**config.mk**
```make
export PLATFORM = sky130hd
export DESIGN_NAME = trap_entry_seq
export DESIGN_NICKNAME = d
export VERILOG_FILES = /design/src/rtl/trap_pkg.sv /design/src/rtl/trap_stat_edit.sv /design/src/rtl/trap_seq_ctrl.sv /design/src/rtl/trap_ctx_regs.sv /design/src/rtl/trap_entry_seq.sv
export SDC_FILE = /design/constraint.sdc
export NUM_CORES = 1
export LEC_CHECK = 0
export ABC_CLOCK_PERIOD_IN_PS = 7700
export BUFFER_PORTS_ARGS = -buffer_cell sky130_fd_sc_hd__buf_2
export CAP_MARGIN = 0
export CORE_AREA = 3 3 153 155
export CTS_BUF_LIST = sky130_fd_sc_hd__clkbuf_8
export DETAILED_ROUTE_END_ITERATION = 16
export DIE_AREA = 0 0 156 158
export GPL_ROUTABILITY_DRIVEN = 1
export HOLD_SLACK_MARGIN = 0.12
export PLACE_DENSITY = 0.82
export SLEW_MARGIN = 10
export SYNTH_ARGS = -nofsm -noshare
export SYNTH_HDL_FRONTEND = slang
export SYNTH_HIERARCHICAL = 1
export SYNTH_SLANG_ARGS = --single-unit
```
**constraint.sdc**
```tcl
create_clock -name clk -period 7.7 [get_ports clk]
set_input_delay 0 -clock clk [delete_from_list [all_inputs] [get_ports clk]]
set_output_delay 0 -clock clk [all_outputs]
set_load 0.01 [all_outputs]
```
**src/rtl/trap_pkg.sv**
```systemverilog
package trap_pkg;
  localparam int unsigned WORD_W  = 32;
  localparam int unsigned UM_POS  = 7;
  localparam int unsigned SS_POS  = 5;
  localparam int unsigned MSK_LSB = 16;
  localparam int unsigned MSK_W   = 5;
  localparam int unsigned MSK_VAL = 4;
  localparam int unsigned VEC_OFS = 32'h3D8;
  localparam int unsigned STEP    = 4;

  typedef enum logic [2:0] {
    ST_IDLE  = 3'd0,
    ST_EDIT  = 3'd1,
    ST_PSH_S = 3'd2,
    ST_PSH_R = 3'd3,
    ST_VEC   = 3'd4,
    ST_FIN_N = 3'd5,
    ST_DSAVE = 3'd6,
    ST_FIN_D = 3'd7
  } seq_st_t;

  typedef enum logic [1:0] {
    AS_PUSH1 = 2'd0,
    AS_PUSH2 = 2'd1,
    AS_VECT  = 2'd2
  } addr_sel_t;
endpackage

```
**src/rtl/trap_stat_edit.sv**
```systemverilog
module trap_stat_edit #(
  parameter int unsigned W       = trap_pkg::WORD_W,
  parameter int unsigned UM_BIT  = trap_pkg::UM_POS,
  parameter int unsigned SS_BIT  = trap_pkg::SS_POS,
  parameter int unsigned M_LSB   = trap_pkg::MSK_LSB,
  parameter int unsigned M_W     = trap_pkg::MSK_W,
  parameter logic [M_W-1:0] M_VAL = M_W'(trap_pkg::MSK_VAL)
) (
  input  logic [W-1:0] st_old,
  output logic [W-1:0] st_new
);
  localparam int unsigned M_MSB = M_LSB + M_W - 1;

  for (genvar i = 0; i < W; i++) begin : g_bit
    if (i == UM_BIT || i == SS_BIT) begin : g_clr
      assign st_new[i] = 1'b0;
    end else if (i >= M_LSB && i <= M_MSB) begin : g_msk
      assign st_new[i] = M_VAL[i-M_LSB];
    end else begin : g_keep
      assign st_new[i] = st_old[i];
    end
  end
endmodule

```
**src/rtl/trap_seq_ctrl.sv**
```systemverilog
module trap_seq_ctrl
  import trap_pkg::*;
(
  input  logic      clk,
  input  logic      rst_n,
  input  logic      req,
  input  logic      dbg_cap,
  input  logic      rdy,
  output logic      cap_en,
  output logic      busy,
  output logic      edit_we,
  output logic      wr_req,
  output logic      rd_req,
  output addr_sel_t asel,
  output logic      vec_cap,
  output logic      sv_we,
  output logic      fin_n,
  output logic      fin_d
);
  seq_st_t st_q, st_d;

  always_comb begin
    st_d = st_q;
    case (st_q)
      ST_IDLE:  if (req) st_d = ST_EDIT;
      ST_EDIT:  st_d = dbg_cap ? ST_DSAVE : ST_PSH_S;
      ST_PSH_S: if (rdy) st_d = ST_PSH_R;
      ST_PSH_R: if (rdy) st_d = ST_VEC;
      ST_VEC:   if (rdy) st_d = ST_FIN_N;
      ST_FIN_N: st_d = ST_IDLE;
      ST_DSAVE: st_d = ST_FIN_D;
      ST_FIN_D: st_d = ST_IDLE;
      default:  st_d = ST_IDLE;
    endcase
  end

  always_ff @(posedge clk or negedge rst_n) begin
    if (!rst_n) st_q <= ST_IDLE;
    else        st_q <= st_d;
  end

  always_comb begin
    cap_en  = (st_q == ST_IDLE) && req;
    busy    = (st_q != ST_IDLE);
    edit_we = (st_q == ST_EDIT);
    wr_req  = (st_q == ST_PSH_S) || (st_q == ST_PSH_R);
    rd_req  = (st_q == ST_VEC);
    vec_cap = (st_q == ST_VEC) && rdy;
    sv_we   = (st_q == ST_DSAVE);
    fin_n   = (st_q == ST_FIN_N);
    fin_d   = (st_q == ST_FIN_D);
    case (st_q)
      ST_PSH_R: asel = AS_PUSH2;
      ST_VEC:   asel = AS_VECT;
      default:  asel = AS_PUSH1;
    endcase
  end
endmodule

```
**src/rtl/trap_ctx_regs.sv**
```systemverilog
module trap_ctx_regs
  import trap_pkg::*;
#(
  parameter int unsigned W    = WORD_W,
  parameter int unsigned OFS  = VEC_OFS,
  parameter int unsigned STP  = STEP
) (
  input  logic         clk,
  input  logic         rst_n,
  input  logic         cap_en,
  input  logic [W-1:0] st_in,
  input  logic [W-1:0] ra_in,
  input  logic [W-1:0] tb_in,
  input  logic [W-1:0] sp_in,
  input  logic         dbg_in,
  input  addr_sel_t    asel,
  input  logic         vec_cap,
  input  logic [W-1:0] rdata,
  input  logic         sv_we,
  input  logic         fin_n,
  output logic         dbg_q,
  output logic [W-1:0] st_q,
  output logic [W-1:0] addr,
  output logic [W-1:0] wdata,
  output logic [W-1:0] sp_new,
  output logic [W-1:0] pc_q,
  output logic [W-1:0] sst_q,
  output logic [W-1:0] spc_q,
  output logic         dst_q
);
  localparam logic [W-1:0] STEP1 = W'(STP);
  localparam logic [W-1:0] STEP2 = W'(2 * STP);
  localparam logic [W-1:0] VOFS  = W'(OFS);

  logic [W-1:0] ra_q, tb_q, sp_q;
  logic [W-1:0] pc_d, sst_d, spc_d;
  logic         dst_d;

  always_ff @(posedge clk or negedge rst_n) begin
    if (!rst_n) begin
      st_q  <= '0;
      ra_q  <= '0;
      tb_q  <= '0;
      sp_q  <= '0;
      dbg_q <= 1'b0;
    end else if (cap_en) begin
      st_q  <= st_in;
      ra_q  <= ra_in;
      tb_q  <= tb_in;
      sp_q  <= sp_in;
      dbg_q <= dbg_in;
    end
  end

  always_comb begin
    case (asel)
      AS_PUSH2: begin addr = sp_q - STEP2; wdata = ra_q; end
      AS_VECT:  begin addr = tb_q + VOFS;  wdata = '0;   end
      default:  begin addr = sp_q - STEP1; wdata = st_q; end
    endcase
    sp_new = sp_q - STEP2;
  end

  always_comb begin
    pc_d  = vec_cap ? rdata : pc_q;
    sst_d = sv_we ? st_q : sst_q;
    spc_d = sv_we ? ra_q : spc_q;
    dst_d = sv_we ? 1'b1 : (fin_n ? 1'b0 : dst_q);
  end

  always_ff @(posedge clk or negedge rst_n) begin
    if (!rst_n) begin
      pc_q  <= '0;
      sst_q <= '0;
      spc_q <= '0;
      dst_q <= 1'b0;
    end else begin
      pc_q  <= pc_d;
      sst_q <= sst_d;
      spc_q <= spc_d;
      dst_q <= dst_d;
    end
  end
endmodule

```
**src/rtl/trap_entry_seq.sv**
```systemverilog
module trap_entry_seq
  import trap_pkg::*;
(
  input  logic        clk,
  input  logic        rst_n,
  input  logic        trap_req,
  input  logic [31:0] stat_in,
  input  logic [31:0] ret_addr,
  input  logic [31:0] tbase,
  input  logic [31:0] ssp_in,
  input  logic        dbg_mode,
  output logic        busy,
  output logic        done,
  output logic [31:0] stat_out,
  output logic        stat_we,
  output logic [31:0] ssp_out,
  output logic        ssp_we,
  output logic [31:0] pc_out,
  output logic        pc_we,
  output logic [31:0] save_stat,
  output logic [31:0] save_pc,
  output logic        save_we,
  output logic        dbg_state,
  output logic        dbg_fetch,
  output logic        evt_en,
  output logic        mem_wr,
  output logic        mem_rd,
  output logic [31:0] mem_addr,
  output logic [31:0] mem_wdata,
  input  logic [31:0] mem_rdata,
  input  logic        mem_rdy
);
  logic [1:0]  rs_q;
  logic        rst_s;
  logic        cap_en, dbg_q, vec_cap, sv_we, fin_n, fin_d, edit_we;
  addr_sel_t   asel;
  logic [31:0] st_q;

  always_ff @(posedge clk or negedge rst_n) begin
    if (!rst_n) rs_q <= 2'b00;
    else        rs_q <= {rs_q[0], 1'b1};
  end
  assign rst_s = rs_q[1];

  trap_seq_ctrl u_ctrl (
    .clk     (clk),
    .rst_n   (rst_s),
    .req     (trap_req),
    .dbg_cap (dbg_q),
    .rdy     (mem_rdy),
    .cap_en  (cap_en),
    .busy    (busy),
    .edit_we (edit_we),
    .wr_req  (mem_wr),
    .rd_req  (mem_rd),
    .asel    (asel),
    .vec_cap (vec_cap),
    .sv_we   (sv_we),
    .fin_n   (fin_n),
    .fin_d   (fin_d)
  );

  trap_ctx_regs u_ctx (
    .clk     (clk),
    .rst_n   (rst_s),
    .cap_en  (cap_en),
    .st_in   (stat_in),
    .ra_in   (ret_addr),
    .tb_in   (tbase),
    .sp_in   (ssp_in),
    .dbg_in  (dbg_mode),
    .asel    (asel),
    .vec_cap (vec_cap),
    .rdata   (mem_rdata),
    .sv_we   (sv_we),
    .fin_n   (fin_n),
    .dbg_q   (dbg_q),
    .st_q    (st_q),
    .addr    (mem_addr),
    .wdata   (mem_wdata),
    .sp_new  (ssp_out),
    .pc_q    (pc_out),
    .sst_q   (save_stat),
    .spc_q   (save_pc),
    .dst_q   (dbg_state)
  );

  trap_stat_edit u_edit (
    .st_old (st_q),
    .st_new (stat_out)
  );

  assign stat_we   = edit_we;
  assign save_we   = sv_we;
  assign ssp_we    = fin_n;
  assign pc_we     = fin_n;
  assign evt_en    = fin_n;
  assign dbg_fetch = fin_d;
  assign done      = fin_n | fin_d;
endmodule

```
==> impl_metrics.tcl <==
set metrics [dict create \
    status "finished, final reports clean" \
    drv_cap 0 \
    worst_slew_pin_slew_ns 1.26 \
    grt_usage_pct 30.9 \
    drt-initial-drc-count 643 \
    syn_area_sq_um 11500 \
    first_global_vias 10700 \
    yosysSeqAreaShare_pct 50.5 \
    synth_edf_count 0 \
    hold_viol 0 \
    setup_viol 0 \
    start_kind "flop" \
    min_to "u_ctx/sp_q[7]" \
    min_path_type "primary input to flop" \
    r2r_cells 5 \
    yosysTopAreaCell "dfrtp_1" \
    p_leak_nw 7.31 \
    min_period_ns 4.00 \
    cts_root_buf "clkbuf_8" \
    firstDrtPassIters 7 \
    place_ws_ns 4.37 \
    cp.required_ns 7.70 \
    powerDensity_nw_per_um2 441 \
    ctsResizeCount 0 \
    tns_ns 0 \
    rrSetupSlack_ns 4.61 \
    cts_setup_buffers 0 \
    die_height_um 158 \
    hold_depth 3 \
    ant_nets 0 \
    cts_tree "done" \
    synth_area_per_cell_sq_um 11.7 \
    drc 0 \
    cts_buffers 40 \
    ys_types 62 \
    critPathKind "flop to primary output" \
    drive_gt1_share_pct 45.2 \
    drv_slew 0 \
    cts_buffer_depth 3 \
    ys_ff_latch 231 \
    postCtsHoldBufs 165 \
    power_frac_clock_pct 16.3 \
    dpl.hpwl_mm 24.8 \
    ys.flop_type "dfrtp_1" \
    top_usage_layer "met2" \
    clock-sinks 231 \
    ys_warn_count 6 \
    area_delta_synth_final_pct 38.4 \
    ioPinCount 400 \
    arrival_ns 4.00 \
    htree_levels 2 \
    gr-total-overflow 0 \
    critPathLaunch "u_ctrl/st_q[0]" \
    routed_wl_mm 39.3 \
    skew_ns 0.0149 \
    gp_congestion 0.913 \
    core_sq_um 22000 \
    crit_fanout 17 \
    worst_slack_ns 3.70 \
    grt_max_degree 163 \
    gr-usage-met1_pct 36.5 \
    clock_latency_ns 0.53 \
    yosysMostFrequentCell "dfrtp_1" \
    ys_async_sr_fraction_pct 100 \
    synth_top_area_share_pct 50.5 \
    rsz0062_at_grt "no" \
    row_count 54 \
    clk_pin_slew_worst_paths_ns 0.06 \
    intPower_mw 4.04 \
    seqPwrFrac_pct 36.0 \
    antenna_found_initial 7 \
    hp-start "ssp_in[7]" \
    switching_share_pct 42.2 \
    rr_endpoint "u_ctx/sp_q[18]" \
    die_x_um 156 \
    rr_startpoint "u_ctrl/st_q[1]" \
    viasPerCell 5.70 \
    fin_util_pct 72.2 \
    start_util_pct 52.2 \
    vdd_drop_max_uv 298 \
    met3_usage_pct 7.82 \
    fillers 1410 \
    numPortBuffers 392 \
    synth_common_cells "dfrtp_1, mux2_2, clkbuf_1" \
    wire_per_inst_um 21.7 \
    p_comb_share_pct 47.7 \
    fin_crit_sh_pct 51.9 \
    synthCells 981 \
    synth_area_leaders "dfrtp_1, mux2_2, xnor2_1" \
    worst_setup_path_end_kind "primary output" \
    vias 10300 \
    die_area_sq_um 24600 \
    met2_usage_pct 51.8 \
    relSlewSlack_pct 15.8 \
    grt_pass1_wl_mm 59.7 \
    timing.fmax_mhz 250 \
    power_switching_mw 2.95 \
    final_nets 1664 \
    fin_hold_ws_ns 0.229 \
]
## worst max-delay path by stage
stage               slack [ns]  cells past startpoint             end
floorplan                 0.79                      0  u_ctrl/st_q[0]
global placement          4.49                     10    mem_addr[25]
detailed placement        4.37                      9    mem_addr[25]
CTS                       3.78                      9    mem_addr[25]
global route              3.61                      9    mem_addr[25]
finish                    3.70                      9    mem_addr[25]
## per-stage QoR
step	instance area (sq um)	total power, mW	cells
2_1_floorplan	11500	4.41	986
3_3_place_gp	13400	5.52	1567
3_5_place_dp	13400	5.62	1567
4_1_cts	15800	6.86	1802
5_1_grt	15900	7.36	1808
6_report	15900	6.99	1809
## power by group through the flow
stage,combinational (mW),clock [mW],sequential (mW)
final,3.33,1.14,2.51
after floorplan,2.06,0,2.35
after detailed placement,3.15,0,2.46
after global placement,3.08,0,2.44
after global routing,3.56,1.22,2.58
after CTS,3.24,1.16,2.46
## cell families after synthesis
kind of cell / Yosys count / synth area share [%]
compound gates: 149 / 9.23
simple gates: 198 / 8.90
flops: 231 / 50.5
mux: 213 / 20.9
xor+xnor: 59 / 4.51
buf+inv: 123 / 5.34
other cells: 3 / 0.0983
fa+ha+maj: 5 / 0.546
## layout make-up
type / instances / area [sq um] / share of cell area (%)
Sequential cell: 231 / 5780 / 36.5
Inverter: 25 / 93.8 / 0.592
Clock buffer: 50 / 688 / 4.34
Timing Repair Buffer: 564 / 3680 / 23.2
Multi-Input combinational cell: 632 / 5110 / 32.2
Clock inverter: 20 / 130 / 0.821
Tap cell: 280 / 350 / 2.21
Antenna cell: 7 / 17.5 / 0.110
## metal layers
metal	part of all wire, %	up-vias	routed length (um)
met3	9.0	170	3520
met1	36	4959	14200
met4	5.6	2	2180
met5	0.033	-	13
met2	49	633	19300
li1	-	4539	-
## worst max-delay path, cell delays in order, from the launching register on
cell and delay, ns:
dfrtp_1 0.47, nand2b_1 0.29, nor2_1 0.19, ha_2 0.31
inv_1 0.48, nor2_1 0.32, nor4_1 0.41, o22ai_1 0.13
o32ai_1 0.61, buf_2 0.26
## cell usage in the layout (no fill, tap or decap), types with 4 or more instances in the layout
cell type        n
a21oi_1         22
a22o_1          35
and3_1           4
buf_2          392
buf_4            6
clkbuf_8        50
clkinv_2         7
conb_1           8
dfrtp_1        230
diode_2          7
dlygate4sd3_1  165
ha_1             4
inv_1           34
mux2_2         212
nand2_1         51
nand2b_1         4
nand3_1         16
nand4_1          8
nor2_1          44
nor2b_1          4
nor3_1          16
nor3_2           4
nor4_1          17
o21ai_0         30
o22ai_1         12
o32ai_1         10
or3_1            7
or4_1            6
xnor2_1         36
xor2_1          23
## sequential cells by signal, indices dropped and copies added, names as in the netlist
name	cells
u_ctx/sst_q	32
u_ctx/dst_q	1
u_ctx/dbg_q	1
u_ctx/tb_q	32
u_ctrl/st_q	3
u_ctx/sp_q	32
u_ctx/st_q	32
u_ctx/spc_q	32
u_ctx/ra_q	32
u_ctx/pc_q	32
rs_q	2
No activity file was read; power rests on OpenSTA's default activity.
